<file path="config.mk">
export PLATFORM = sky130hd
export DESIGN_NAME = vec_bank_agu
export DESIGN_NICKNAME = d
export VERILOG_FILES = /design/src/rtl/vagu_pkg.sv /design/src/rtl/vagu_bank_track.sv /design/src/rtl/vagu_issue.sv /design/src/rtl/vagu_retire.sv /design/src/rtl/vec_bank_agu.sv
export SDC_FILE = /design/constraint.sdc
export NUM_CORES = 1
export LEC_CHECK = 0
export BUFFER_PORTS_ARGS = -buffer_cell sky130_fd_sc_hd__buf_4
export CORE_MARGIN = 8
export CORE_UTILIZATION = 58
export CTS_CLUSTER_SIZE = 24
export DETAILED_ROUTE_END_ITERATION = 7
export PLACE_DENSITY = 0.87
export REMOVE_ABC_BUFFERS = 1
export SYNTH_ARGS = -nofsm -noshare
export SYNTH_HDL_FRONTEND = slang
export SYNTH_SLANG_ARGS = --single-unit
</file>
<file path="constraint.sdc">
create_clock -name clk -period 7.7 [get_ports clk]
set_clock_uncertainty 0.15 [all_clocks]
set_input_delay 1.54 -clock clk [delete_from_list [all_inputs] [get_ports clk]]
set_output_delay 1.54 -clock clk [all_outputs]
set_load 0.01 [all_outputs]
</file>
<file path="src/rtl/vagu_pkg.sv">
// Shared types for the strided/gather vector address generator.
// Assumes nothing beyond being compiled before the modules that import it.
package vagu_pkg;

    // Direction of the vector memory access.
    typedef enum logic {
        ACC_LOAD  = 1'b0,
        ACC_STORE = 1'b1
    } acc_kind_e;

    // How each element address is formed.
    typedef enum logic {
        AM_STRIDE = 1'b0,
        AM_GATHER = 1'b1
    } addr_mode_e;

endpackage

</file>
<file path="src/rtl/vagu_bank_track.sv">
// Per-bank occupancy tracker.
// Holds, for each bank, the number of cycles left before it may take a new
// access, and reports whether a queried bank is free this cycle.
// Assumes at most one issue per cycle and that the bank count is a power of two.
module vagu_bank_track #(
    parameter int NBANK    = 16,
    parameter int BANK_LAT = 11,
    parameter int BW       = 4
) (
    input  logic          clk,
    input  logic          rst_n,
    input  logic          issue_i,
    input  logic [BW-1:0] issue_bank_i,
    input  logic [BW-1:0] query_bank_i,
    output logic          free_o
);

    localparam int CW = $clog2(BANK_LAT + 1);

    logic [NBANK-1:0] free_vec;

    for (genvar g = 0; g < NBANK; g++) begin : g_bank
        logic [CW-1:0] left_q;
        logic [CW-1:0] gap_q;

        // Count down the busy window of this bank, reload it on an issue.
        always_ff @(posedge clk) begin
            if (!rst_n) begin
                left_q <= '0;
            end else if (issue_i && issue_bank_i == BW'(g)) begin
                left_q <= CW'(BANK_LAT - 1);
            end else if (left_q != '0) begin
                left_q <= left_q - 1'b1;
            end
        end

        assign free_vec[g] = (left_q == '0);

        // Checker state: cycles since the last issue to this bank, saturating.
        always_ff @(posedge clk) begin
            if (!rst_n) begin
                gap_q <= CW'(BANK_LAT);
            end else if (issue_i && issue_bank_i == BW'(g)) begin
                gap_q <= CW'(1);
            end else if (gap_q != CW'(BANK_LAT)) begin
                gap_q <= gap_q + 1'b1;
            end
        end

        AST_BANK_GAP: assert property (@(posedge clk) disable iff (!rst_n)
            (issue_i && issue_bank_i == BW'(g)) |-> (gap_q == CW'(BANK_LAT)));
    end

    assign free_o = free_vec[query_bank_i];

endmodule

</file>
<file path="src/rtl/vagu_issue.sv">
// Element issue unit.
// Captures a command, walks the element number, forms each element address
// (running stride sum or base plus gather offset), and issues one request in
// any cycle where the target bank is free. It stalls in place otherwise.
// Assumes the bank count is a power of two, so the bank is the low address bits.
module vagu_issue
    import vagu_pkg::*;
#(
    parameter int AW   = 16,
    parameter int DW   = 32,
    parameter int LENW = 7,
    parameter int IDXW = 6,
    parameter int BW   = 4
) (
    input  logic            clk,
    input  logic            rst_n,
    input  logic            cmd_valid_i,
    input  logic            cmd_store_i,
    input  logic            cmd_gather_i,
    input  logic [AW-1:0]   cmd_base_i,
    input  logic [AW-1:0]   cmd_stride_i,
    input  logic [LENW-1:0] cmd_len_i,
    input  logic            busy_i,
    output logic            accept_o,
    output logic            run_o,
    output logic [IDXW-1:0] elem_sel_o,
    input  logic [AW-1:0]   elem_offset_i,
    input  logic [DW-1:0]   elem_wdata_i,
    input  logic            bank_free_i,
    output logic [BW-1:0]   bank_o,
    output logic            issue_o,
    output logic            mem_we_o,
    output logic [AW-1:0]   mem_addr_o,
    output logic [DW-1:0]   mem_wdata_o
);

    acc_kind_e     kind_q;
    addr_mode_e    mode_q;
    logic          run_q;
    logic [AW-1:0] base_q;
    logic [AW-1:0] stride_q;
    logic [AW-1:0] walk_q;
    logic [LENW-1:0] len_q;
    logic [LENW-1:0] elem_q;
    logic [LENW-1:0] elem_next;
    logic [AW-1:0] cur_addr;
    logic          issue;

    assign accept_o  = cmd_valid_i && !busy_i;
    assign elem_next = elem_q + LENW'(1);

    // Select the address of the element now at the head of the walk.
    always_comb begin
        if (mode_q == AM_GATHER) begin
            cur_addr = base_q + elem_offset_i;
        end else begin
            cur_addr = walk_q;
        end
    end

    assign issue       = run_q && bank_free_i;
    assign bank_o      = cur_addr[BW-1:0];
    assign issue_o     = issue;
    assign run_o       = run_q;
    assign elem_sel_o  = elem_q[IDXW-1:0];
    assign mem_addr_o  = cur_addr;
    assign mem_we_o    = issue && (kind_q == ACC_STORE);
    assign mem_wdata_o = elem_wdata_i;

    // Load a new command, then advance one element per successful issue.
    always_ff @(posedge clk) begin
        if (!rst_n) begin
            run_q    <= 1'b0;
            kind_q   <= ACC_LOAD;
            mode_q   <= AM_STRIDE;
            base_q   <= '0;
            stride_q <= '0;
            walk_q   <= '0;
            len_q    <= '0;
            elem_q   <= '0;
        end else if (accept_o) begin
            run_q    <= (cmd_len_i != '0);
            kind_q   <= acc_kind_e'(cmd_store_i);
            mode_q   <= addr_mode_e'(cmd_gather_i);
            base_q   <= cmd_base_i;
            stride_q <= cmd_stride_i;
            walk_q   <= cmd_base_i;
            len_q    <= cmd_len_i;
            elem_q   <= '0;
        end else if (issue) begin
            elem_q <= elem_next;
            walk_q <= walk_q + stride_q;
            if (elem_next == len_q) begin
                run_q <= 1'b0;
            end
        end
    end

    AST_FIRST_IS_BASE: assert property (@(posedge clk) disable iff (!rst_n)
        (issue && elem_q == '0 && mode_q == AM_STRIDE) |-> (cur_addr == base_q));

    AST_STRIDE_STEP: assert property (@(posedge clk) disable iff (!rst_n)
        (issue && mode_q == AM_STRIDE && elem_q != '0 && $past(issue))
        |-> (cur_addr == $past(cur_addr) + stride_q));

    AST_NO_OVERRUN: assert property (@(posedge clk) disable iff (!rst_n)
        run_q |-> (elem_q < len_q));

    AST_STALL_HOLDS: assert property (@(posedge clk) disable iff (!rst_n)
        (run_q && !issue) |=> ($stable(elem_q) && $stable(walk_q)));

endmodule

</file>
<file path="src/rtl/vagu_retire.sv">
// Return sequencer.
// Counts responses of the active command, forwards load data to the vector
// register write port tagged with its element number, and pulses completion
// one cycle after the last response. Assumes responses arrive in request order.
module vagu_retire #(
    parameter int DW   = 32,
    parameter int LENW = 7,
    parameter int IDXW = 6
) (
    input  logic            clk,
    input  logic            rst_n,
    input  logic            accept_i,
    input  logic [LENW-1:0] accept_len_i,
    input  logic            accept_store_i,
    input  logic            rsp_valid_i,
    input  logic [DW-1:0]   rsp_rdata_i,
    output logic            active_o,
    output logic            vr_we_o,
    output logic [IDXW-1:0] vr_idx_o,
    output logic [DW-1:0]   vr_wdata_o,
    output logic            done_o
);

    logic            active_q;
    logic            store_q;
    logic [LENW-1:0] len_q;
    logic [LENW-1:0] cnt_q;
    logic [LENW-1:0] cnt_next;
    logic            finish;
    logic            vr_we_q;
    logic [IDXW-1:0] vr_idx_q;
    logic [DW-1:0]   vr_wdata_q;
    logic            done_q;

    assign cnt_next = cnt_q + LENW'(rsp_valid_i);
    assign finish   = active_q && (cnt_next == len_q);

    // Track the active command and its count of returned elements.
    always_ff @(posedge clk) begin
        if (!rst_n) begin
            active_q <= 1'b0;
            store_q  <= 1'b0;
            len_q    <= '0;
            cnt_q    <= '0;
        end else if (accept_i) begin
            active_q <= 1'b1;
            store_q  <= accept_store_i;
            len_q    <= accept_len_i;
            cnt_q    <= '0;
        end else if (active_q) begin
            cnt_q <= cnt_next;
            if (finish) begin
                active_q <= 1'b0;
            end
        end
    end

    // Register the write port and the completion pulse.
    always_ff @(posedge clk) begin
        if (!rst_n) begin
            vr_we_q    <= 1'b0;
            vr_idx_q   <= '0;
            vr_wdata_q <= '0;
            done_q     <= 1'b0;
        end else begin
            vr_we_q    <= rsp_valid_i && active_q && !store_q;
            vr_idx_q   <= cnt_q[IDXW-1:0];
            vr_wdata_q <= rsp_rdata_i;
            done_q     <= finish;
        end
    end

    assign active_o   = active_q;
    assign vr_we_o    = vr_we_q;
    assign vr_idx_o   = vr_idx_q;
    assign vr_wdata_o = vr_wdata_q;
    assign done_o     = done_q;

    AST_RSP_EXPECTED: assert property (@(posedge clk) disable iff (!rst_n)
        rsp_valid_i |-> (active_q && cnt_q < len_q));

    AST_WB_FOLLOWS_RSP: assert property (@(posedge clk) disable iff (!rst_n)
        vr_we_q |-> $past(rsp_valid_i));

    AST_DONE_SINGLE: assert property (@(posedge clk) disable iff (!rst_n)
        done_q |=> !done_q);

endmodule

</file>
<file path="src/rtl/vec_bank_agu.sv">
// Vector memory address generator over word-interleaved banks.
// Accepts one strided or gather command at a time, issues element requests
// paced by per-bank occupancy, and returns load data in element order.
// Assumes the bank side answers every request once, in order, BANK_LAT later.
module vec_bank_agu #(
    parameter int AW       = 16,
    parameter int DW       = 32,
    parameter int NBANK    = 16,
    parameter int BANK_LAT = 11,
    parameter int MAXLEN   = 64,
    localparam int BW      = $clog2(NBANK),
    localparam int LENW    = $clog2(MAXLEN + 1),
    localparam int IDXW    = $clog2(MAXLEN)
) (
    input  logic            clk,
    input  logic            rst_n,
    input  logic            cmd_valid,
    input  logic            cmd_store,
    input  logic            cmd_gather,
    input  logic [AW-1:0]   cmd_base,
    input  logic [AW-1:0]   cmd_stride,
    input  logic [LENW-1:0] cmd_len,
    output logic            busy,
    output logic [IDXW-1:0] elem_sel,
    input  logic [AW-1:0]   elem_offset,
    input  logic [DW-1:0]   elem_wdata,
    output logic            mem_req,
    output logic            mem_we,
    output logic [AW-1:0]   mem_addr,
    output logic [BW-1:0]   mem_bank,
    output logic [DW-1:0]   mem_wdata,
    input  logic            rsp_valid,
    input  logic [DW-1:0]   rsp_rdata,
    output logic            vr_we,
    output logic [IDXW-1:0] vr_idx,
    output logic [DW-1:0]   vr_wdata,
    output logic            done
);

    logic          accept;
    logic          run;
    logic          active;
    logic          issue;
    logic          bank_free;
    logic [BW-1:0] bank;

    assign busy     = run || active;
    assign mem_req  = issue;
    assign mem_bank = bank;

    vagu_issue #(
        .AW   (AW),
        .DW   (DW),
        .LENW (LENW),
        .IDXW (IDXW),
        .BW   (BW)
    ) u_issue (
        .clk           (clk),
        .rst_n         (rst_n),
        .cmd_valid_i   (cmd_valid),
        .cmd_store_i   (cmd_store),
        .cmd_gather_i  (cmd_gather),
        .cmd_base_i    (cmd_base),
        .cmd_stride_i  (cmd_stride),
        .cmd_len_i     (cmd_len),
        .busy_i        (busy),
        .accept_o      (accept),
        .run_o         (run),
        .elem_sel_o    (elem_sel),
        .elem_offset_i (elem_offset),
        .elem_wdata_i  (elem_wdata),
        .bank_free_i   (bank_free),
        .bank_o        (bank),
        .issue_o       (issue),
        .mem_we_o      (mem_we),
        .mem_addr_o    (mem_addr),
        .mem_wdata_o   (mem_wdata)
    );

    vagu_bank_track #(
        .NBANK    (NBANK),
        .BANK_LAT (BANK_LAT),
        .BW       (BW)
    ) u_banks (
        .clk          (clk),
        .rst_n        (rst_n),
        .issue_i      (issue),
        .issue_bank_i (bank),
        .query_bank_i (bank),
        .free_o       (bank_free)
    );

    vagu_retire #(
        .DW   (DW),
        .LENW (LENW),
        .IDXW (IDXW)
    ) u_retire (
        .clk            (clk),
        .rst_n          (rst_n),
        .accept_i       (accept),
        .accept_len_i   (cmd_len),
        .accept_store_i (cmd_store),
        .rsp_valid_i    (rsp_valid),
        .rsp_rdata_i    (rsp_rdata),
        .active_o       (active),
        .vr_we_o        (vr_we),
        .vr_idx_o       (vr_idx),
        .vr_wdata_o     (vr_wdata),
        .done_o         (done)
    );

    AST_ONE_CMD: assert property (@(posedge clk) disable iff (!rst_n)
        (cmd_valid && busy) |=> $stable(busy));

endmodule

</file>
### After elaboration in Yosys (flattened, before gate mapping)

Index checks and enable logic that the tools add are counted.
W data, S select, Z words.

| storage, ports and cells | value |
|---|---|
| output and inout bits | 101 |
| bits in registers | 177 |
| logic and storage cells | 223 |
| input port bits | 125 |

| cells by class | value |
|---|---|
| muxes and demuxes | 43 |
| $add $sub $neg | 20 |
| $lt $le $gt $ge | 1 |
| reductions and logical operators | 95 |
| eq/ne operators | 17 |
| bitwise gates (word level) | 1 |

Operators with widths:

| cell | number |
|---|---|
| $mux W4 | 32 |
| $logic_not A4 Y1 | 17 |
| $reduce_bool A4 Y1 | 16 |
| $sub A4 B1 Y4 const B | 16 |
| $mux W16 | 3 |
| $reduce_bool A2 Y1 | 18 |
| $reduce_or A2 Y1 | 17 |
| $add A16 B16 Y16 | 2 |
| $eq A4 B4 Y1 const B | 8 |
| $logic_and A1 B1 Y1 | 22 |
| $eq A4 B3 Y1 const B | 4 |
| $eq A7 B7 Y1 | 2 |
| $eq A4 B2 Y1 const B | 2 |
| $add A7 B1 Y7 | 1 |
| $add A7 B1 Y7 const B | 1 |
| $mux W1 | 7 |
| $reduce_bool A7 Y1 | 1 |
| $lt A4 B5 Y1 const B | 1 |
| $bmux W1 S4 | 1 |
| $eq A4 B1 Y1 const B | 1 |
| $logic_not A1 Y1 | 2 |
| $reduce_and A2 Y1 | 1 |
| $logic_or A1 B1 Y1 | 1 |
| $not A1 Y1 | 1 |

### Depth between registers and ports, before layout

Gate-level depths: netlist (run 1).

| logic depth | value |
|---|---|
| depth after elaboration | 7 |
| gate-level depth with buffers | 13 |
| mapped depth without buffers | 11 |

### Cells and area by module

Synthesis (run 1) repeated with hierarchy kept, for this count alone.

| second synthesis, totals | value |
|---|---|
| cells, all modules | 1085 |
| area total of the unflattened synthesis | 9222.6 um2 |

Modules (own cells, without submodules):

| module | area an instance (um2) | times used | cells each |
|---|---|---|---|
| vagu_issue | 4649.5 | 1 | 585 |
| vagu_bank_track | 2701.3 | 1 | 334 |
| vagu_retire | 1865.5 | 1 | 165 |
| vec_bank_agu | 6.3 | 1 | 1 |

### Least setup slack after synthesis (run 1)

OpenSTA, ideal clock, no wires.

| timing | value |
|---|---|
| path type | in2out |
| from | in elem_offset[0] |
| to | out mem_addr[14] |
| slack | 2.118 ns |
| path buffers | 0 |
| data required time | 6.010 ns |
| arrival | 3.892 ns |
| stages on the path | 10 |
| cells stage by stage | ha_1 fa_1 a21oi_1 o21ai_1 a2111oi_2 o31ai_1 or4_1 a31oi_1 xnor2_1 mux2_2 |

| on the way | value |
|---|---|
| word-level cells in the longest chain between the ends | 2 |

RTL lines:

| element | line | RTL |
|---|---|---|
| from (decl) | vec_bank_agu.sv:25 | `input logic [AW-1:0] elem_offset,` |
| $add A16 B16 Y16 | vagu_issue.sv:55 | `cur_addr = base_q + elem_offset_i;` |
| $mux W16 | vagu_issue.sv:54 | `if (mode_q == AM_GATHER) begin` |
| to (decl) | vec_bank_agu.sv:29 | `output logic [AW-1:0] mem_addr,` |

Every way passes these cells.

### Worst setup path in the final report (run 1)

Ends and elaborated chain as after synthesis.

==> summary.md, run 1 <==
| Metric | Value |
|---|---|
| CTS Hold Bufs | 0 |
| Sequential share of the synthesized area | 40.54% |
| Routed WL | 23.44 mm |
| DPL Wire Length | 17.06 mm |
| Post-synth cell types | 67 |
| Crit Reg-Reg Startpoint | u_issue.walk_q[0] |
| P_leak | 4.343 nW |
| Num rows | 45 |
| Footprint of the multi-input gates | 4657 sq um |
| Worst path required time | 6010 ps |
| Hold_sp | u_retire.store_q |
| Via density | 5.744 |
| CTS Buf Count | 17 |
| PostCTS Resize Cnt | 0 |
| GR Overflow Total | 0 |
| RSZ-0062 raised after global routing | false |
| WHS | 285.4 ps |
| Fillers | 1216 |
| Compound-cell area share of the yosys netlist | 18.11% |
| Clk slew on worst S/H paths | 60 ps |
| Pwr Density | 231.7 nW/um^2 |
| Final period utilization | 82.18% |
| Clock Latency Late Sink | 430 ps |
| Adder-Cell Fraction of Synth Area | 5.183% |
| Vias in the first global route | 7427 |
| Ports | 226 |
| Crit-path leading delay family | compound AO/OA/AOI/OAI gates |
| Core area | 14980 sq um |
| Crit start category | input pin |
| Gp weighted congestion | 0.9157 |
| Final Util | 69.14% |
| CTS Buffer Depth | 2 |
| Fin. max-slew vios | 0 |
| Share of layout cells above drive strength 1 | 18.89% |
| Mux cell area share after synthesis | 1.847% |
| Synth Area in Simple Gates | 23.09% |
| Antenna violations before repair | 0 |
| Post-route ant nets | 0 |
| CTS tree | done |
| Peak VDD IR | 0.2239 mV |
| Fin nets | 1318 |
| Worst path cell trace | buf_4 -> ha_1 -> fa_1 -> a21oi_1 -> o21ai_1 -> a2111oi_2 -> o31ai_1 -> or4_1 -> a31oi_1 -> xnor2_1 -> mux2_2 -> buf_4 |
| Endpoint type of the worst setup path | output pin |
| YS warnings | 0 |
| Flops & latches, synth | 177 |
| Fmax | 0.1580 GHz |
| Final-report hold violation count | 0 |
| Outcome | finished, final reports clean |
| Total negative slack | 0 ps |
| Area occupied by registers | 3543 sq um |
| Async set-reset flop share out of synthesis | 0% |
| # clock sinks | 177 |
| CP Data Arrival Time | 4640 ps |
| TritonRoute pass-1 iters | 5 |
| Starting DRT DRC Count | 514 |
| Critical path's largest stage delay | 460 ps |
| Slew of the pin with the lowest slew margin | 912.9 ps |
| Crit-path most repeated cell | buf_4 |
| Max-Cap Viols | 0 |
| Mapped Cells | 1057 |
| First-pass GRT wire length | 37.27 mm |
| H-tree depth | 4 |
| EDFF count, synth | 0 |
| Crit path launch | elem_offset[0] |
| Port bufs | 161 |
| Largest net degree at the start of global routing | 71 |
| WS Path Type | in2out |
| Die width | 138.8 microns |
| Main combinational cell family by area after synthesis | simple AND/OR/NAND/NOR gates |
| Endpoints failing setup | 0 |
| DR vias | 7800 |
| Critical path fanouts, max | 3 |
| Post-Syn Area | 8740 sq um |
| Fin crit period | 6328 ps |
| Tot GR Track Use | 23.87% |
| Most used DFF post-synth | dfxtp_1 |
| Crit-path slowest cell | a2111oi_2 |
| Starting Density | 58.35% |
| Die Ht | 138.8 microns |
| Root Buffer | clkbuf_16 |
| Post-DR wirelength/cell | 17.26 microns |
| XOR/XNOR Fraction of Synth Area | 5.011% |
| Mapped Avg Cell Area | 8.268 sq um |
| Buf/Inv on CP | 2 |
| Tightest Hold Check Type | reg2reg |
| Setup bufs post-CTS | 0 |
| Relative slew margins | 39.14% |
| N_diodes | 0 |
| Area growth syn-to-layout | 18.48% |
| Die area | 19250 sq um |
| DRC viols | 0 |
where the power goes:
group	internal, mW	switching [mW]	leakage (nW)
Sequential	0.964	0.0425	1.44
Combinational	0.202	0.249	2.59
Clock	0.590	0.352	0.305
Total	1.76	0.644	4.34
logic make-up (layout without fill, tap and decap cells):
kind of cell,Yosys count,in the layout
AOI/OAI and AO/OA,272,272
xor gates and xnor gates,50,50
adders and majority gates,35,35
buffers and inverters,93,206
DFF,177,177
muxes,15,15
and+or+nand+nor,415,415
synthesized netlist by cell type (all sizes together) (4+ instances only):
cell type	n	share of area [%]
a2111oi	5	0.62
nand2	164	7.0
nor2	59	2.5
nand2b	22	1.6
clkbuf	32	1.4
nor3	60	3.7
o31ai	4	0.50
o21ai	55	3.2
or3	9	0.64
mux2	9	1.2
and2	43	3.1
dfxtp	177	41
nand3	10	0.57
xnor2	30	3.0
a2111o	4	0.52
a31oi	10	0.72
o21bai	4	0.34
inv	10	0.43
and3	8	0.57
a21oi	155	8.9
a211oi	6	0.52
mux2i	6	0.69
nand3b	6	0.66
xor2	20	2.0
or2	6	0.43
ha	33	4.7
buf	51	4.4
nor4	13	0.93
a21o	10	0.86
final cells by class:
type,instances,area share (%)
Clock buffer,21,4.447
Clock inverter,10,1.764
Sequential cell,177,34.22
Tap cell,188,2.272
Inverter,10,0.3625
Multi-Input combinational cell,787,44.97
Timing Repair Buffer,165,11.96
cell usage in the layout, fill, tap and decap left out, drive strengths merged, types with 6 or more instances in the layout:
master	Yosys	final
xor2	20	20
mux2i	6	6
a21o	10	10
or2	6	6
dfxtp	177	177
nor3	60	60
ha	33	33
mux2	9	9
nand2	164	164
a211oi	6	6
nand3	10	10
and3	8	8
a21oi	155	155
clkbuf	32	21
and2	43	43
o21ai	55	55
xnor2	30	30
nor4	13	13
or3	9	9
nand2b	22	22
inv	10	10
buf	51	165
nor2	59	59
a31oi	10	10
nand3b	6	6
registers in the layout (all words and copies together) (netlist names):
name / cells
u_retire.cnt_q: 7
u_issue.elem_q: 7
u_issue.walk_q: 16
u_issue.stride_q: 16
u_retire.active_o: 1
u_retire.store_q: 1
u_retire.done_o: 1
u_issue.run_o: 1
u_issue.base_q: 16
u_banks.g_bank.left_q: 64
u_retire.vr_idx_o: 6
u_issue.mode_q: 1
u_retire.vr_we_o: 1
u_retire.len_q: 7
u_retire.vr_wdata_o: 32
worst paths after layout:
| kind | to | slack [ps] | cells after the start |
|---|---|---|---|
| worst max register to register | u_issue.walk_q[14] | 4160 | 9 |
| worst min-delay path | u_retire.vr_we_o | 290 | 1 |
| worst max-delay path | mem_addr[14] | 1370 | 12 |
| worst min register to register | u_retire.vr_we_o | 290 | 1 |
routing by layer:
| layer | global-route usage [%] | routed length [microns] |
|---|---|---|
| met1 | 28.01 | 9967 |
| met2 | 39.58 | 11140 |
| met3 | 9.570 | 1943 |
| met4 | 5.893 | 314 |
| met5 | 3.665 | 74 |
worst register-to-register path, delay by kind of cell, from the launching register on:
kind / cells / cell delay, ps
simple gates: 1 / 120
flops: 1 / 370
fa+ha+maj: 2 / 680
compound gates: 6 / 2050
metrics by stage:
step	cell area, sq um	std cells	setup slack [ps]	total power [mW]
global placement	9712	1327	1517	1.457
finish	10350	1358	1372	2.399
global route	10350	1358	1240	2.506
floorplan	8234	974	1547	1.298
CTS	10350	1358	1400	2.412
detailed placement	9712	1327	1429	1.470
Note: power is estimated with default switching activity, not from simulation.
==> inputs of run 2 (changes only) <==
--- a/config.mk
+++ b/config.mk
@@ -7,10 +7,10 @@
 export LEC_CHECK = 0
 export BUFFER_PORTS_ARGS = -buffer_cell sky130_fd_sc_hd__buf_4
 export CORE_MARGIN = 8
-export CORE_UTILIZATION = 58
+export CORE_UTILIZATION = 48
 export CTS_CLUSTER_SIZE = 24
 export DETAILED_ROUTE_END_ITERATION = 7
-export PLACE_DENSITY = 0.87
+export PLACE_DENSITY = 0.77
 export REMOVE_ABC_BUFFERS = 1
 export SYNTH_ARGS = -nofsm -noshare
 export SYNTH_HDL_FRONTEND = slang
==> constraint.sdc (replaced) <==
create_clock -name clk -period 5.35 [get_ports clk]
set_clock_uncertainty 0.15 [all_clocks]
set_input_delay 1.07 -clock clk [delete_from_list [all_inputs] [get_ports clk]]
set_output_delay 1.07 -clock clk [all_outputs]
set_load 0.01 [all_outputs]
==> summary.md, run 2 (synthesized netlist as in run 1, its figures left out) <==
| Metric | Value |
|---|---|
| Outcome | finished, final reports clean (unchanged) |
| Design area | 10410 sq um (was 10350 sq um) |
| WHS | 310.6 ps (was 285.4 ps) |
| Die Ht | 150.9 microns (was 138.8 microns) |
| CTS Buffer Depth | 2 (unchanged) |
| Met2 usage | 31.14% (was 39.58%) |
| Core area | 17900 sq um (was 14980 sq um) |
| RSZ-0062 raised after global routing | false (unchanged) |
| Critical Path Stages | 12 (unchanged) |
| Met1 Track Usage GR | 24.80% (was 28.01%) |
| GR peak layer | met2 (unchanged) |
| DP Cell Count | 1370 (was 1327) |
| Fin nets | 1320 (was 1318) |
| Crit-path most repeated cell | buf_4 (unchanged) |
| Via density | 5.512 (was 5.744) |
| Starting Density | 48.82% (was 58.35%) |
| Pre-CTS setup slack | 38.58 ps (was 1429 ps) |
| N_diodes | 0 (unchanged) |
| P_leak | 4.342 nW (was 4.343 nW) |
| Final Util | 58.13% (was 69.14%) |
| DRC viols | 0 (unchanged) |
| Endpoints failing setup | 0 (unchanged) |
| Reg2Reg Setup Slack | 1830 ps (was 4160 ps) |
| Endpoint type of the worst setup path | output pin (unchanged) |
| Post-DR wirelength/cell | 16.19 microns (was 17.26 microns) |
| Worst path required time | 4130 ps (was 6010 ps) |
| Routed WL | 22.69 mm (was 23.44 mm) |
| Post-route ant nets | 0 (unchanged) |
| Crit start category | input pin (unchanged) |
| DR vias | 7728 (was 7800) |
| Final period utilization | 96.70% |
| H-tree depth | 4 (unchanged) |
| Crit Reg-Reg Startpoint | u_issue.walk_q[0] (unchanged) |
| Critical path destination | mem_addr[14] (unchanged) |
| TritonRoute pass-1 iters | 5 (unchanged) |
| Largest net degree at the start of global routing | 70 (was 71) |
| Crit path launch | elem_offset[0] (unchanged) |
| Crit-path leading delay family | compound AO/OA/AOI/OAI gates (unchanged) |
| Peak VDD IR | 0.2501 mV (was 0.2239 mV) |
| Share of layout cells above drive strength 1 | 19.10% (was 18.89%) |
| Ports | 226 (unchanged) |
| Port bufs | 161 (unchanged) |
| Starting DRT DRC Count | 440 (was 514) |
| Gp weighted congestion | 0.8707 (was 0.9157) |
| Vias in the first global route | 7336 (was 7427) |
| DPL Wire Length | 16.62 mm (was 17.06 mm) |
| First-pass GRT wire length | 36.14 mm (was 37.27 mm) |
| Buf/Inv on CP | 2 (unchanged) |
| Slew of the pin with the lowest slew margin | 830.8 ps (was 912.9 ps) |
| Total negative slack | 0 ps (unchanged) |
| Clock Latency Late Sink | 430 ps (about the same) |
| Fin crit period | 5173 ps |
| CTS Buf Count | 17 (unchanged) |
| R2r endpoint | u_issue.walk_q[14] (unchanged) |
| Worst path cell trace | buf_4 -> ha_1 -> fa_1 -> a21oi_2 -> o21ai_1 -> a2111oi_4 -> o31ai_1 -> or4_1 -> a31oi_1 -> xnor2_1 -> mux2_2 -> buf_4 (was buf_4 -> ha_1 -> fa_1 -> a21oi_1 -> o21ai_1 -> a2111oi_2 -> o31ai_1 -> or4_1 -> a31oi_1 -> xnor2_1 -> mux2_2 -> buf_4) |
| Fmax | 0.1933 GHz |
| CTS Hold Bufs | 0 (unchanged) |
| Tightest Hold Check Type | reg2reg (unchanged) |
| Crit-path slowest cell | or4_1 (was a2111oi_2) |
| Setup bufs post-CTS | 0 (unchanged) |
| Area occupied by registers | 3543 sq um (unchanged) |
| Placement-stage cell area | 9777 sq um (was 9712 sq um) |
| Relative slew margins | 43.18% (was 39.14%) |
| Area growth syn-to-layout | 19.07% (was 18.48%) |
| # clock sinks | 177 (unchanged) |
| Fin. max-slew vios | 0 (unchanged) |
| Max-Cap Viols | 0 (unchanged) |
| Pwr Total | 3.398 mW (was 2.399 mW) |
| Final-report hold violation count | 0 (unchanged) |
| Pwr Density | 326.5 nW/um^2 (was 231.7 nW/um^2) |
| Die width | 150.9 microns (was 138.8 microns) |
| Most frequent cells in the layout | dfxtp_1, buf_4, nand2_1 (unchanged) |
| Clk slew on worst S/H paths | 60 ps (about the same) |
| Antenna violations before repair | 0 (unchanged) |
| Footprint of the multi-input gates | 4672 sq um (was 4657 sq um) |
| Cells on worst reg2reg path | 9 (unchanged) |
| Root Buffer | clkbuf_16 (unchanged) |
| Commonest non-fill, non-tap cell in the layout | dfxtp_1 (unchanged) |
| WS Path Type | in2out (unchanged) |
| Fillers | 1633 (was 1216) |
| Post-route worst setup slack | 176.8 ps (was 1372 ps) |
| Number of flip-flops in the largest register | 64 (unchanged) |
| Non-filler cells, final | 1402 (was 1358) |
| Num rows | 49 (was 45) |
| CTS tree | done (unchanged) |
| Critical path fanouts, max | 3 (unchanged) |
| CP Data Arrival Time | 3950 ps (was 4640 ps) |
| Global Route met3 Usage | 6.961% (was 9.570%) |
| GR Overflow Total | 0 (unchanged) |
| Critical path's largest stage delay | 440 ps (was 460 ps) |
| Die area | 22780 sq um (was 19250 sq um) |
| Tot GR Track Use | 19.86% (was 23.87%) |
| Largest register by flop count | u_banks.g_bank.left_q (unchanged) |
[run 2: layer usage]
layer / routed length, microns / share of wire [%] / up-vias
met5: 0 / 0 / -
met4: 367 / 1.6 / 0
met3: 1782 / 7.9 / 23
met2: 10590 / 47 / 233
met1: 9953 / 44 / 3611
li1: - / - / 3861
[run 2: worst min path at each step]
stage               slack, ps  cells after the start                  end                 from
floorplan                 260                      1     u_retire.vr_we_o     u_retire.store_q
global placement          300                      2   u_issue.base_q[11]   u_issue.base_q[11]
detailed placement        300                      2   u_issue.base_q[13]   u_issue.base_q[13]
CTS                       310                      2   u_issue.base_q[13]   u_issue.base_q[13]
global route              340                      2    u_issue.base_q[9]    u_issue.base_q[9]
finish                    310                      2  u_issue.stride_q[5]  u_issue.stride_q[5]
[run 2: cell type report]
cell class	instances	area share, %
multi-input cells	787	44.90
flip-flops and latches	177	34.05
repair buffers	167	12.05
clock buffers	21	4.425
well taps	229	2.753
clock inverters	11	1.467
inverters	10	0.3607
[run 2: repair_timing]
item | CTS | global route
endpoints found under the setup margin | 0 | 1
resized for setup | 0 | 2
endpoints found under the hold margin | 0 | 0
[run 2: tightest hold or removal path, stage by stage, from the launching register on]
cell	delay [ps]
dfxtp_1	310
nand2_1	50
a21oi_1	50
[run 2: where the power goes]
| part | switching, mW | internal (mW) |
|---|---|---|
| Combinational | 0.356 | 0.292 |
| Sequential | 0.0634 | 1.39 |
| Clock | 0.534 | 0.765 |
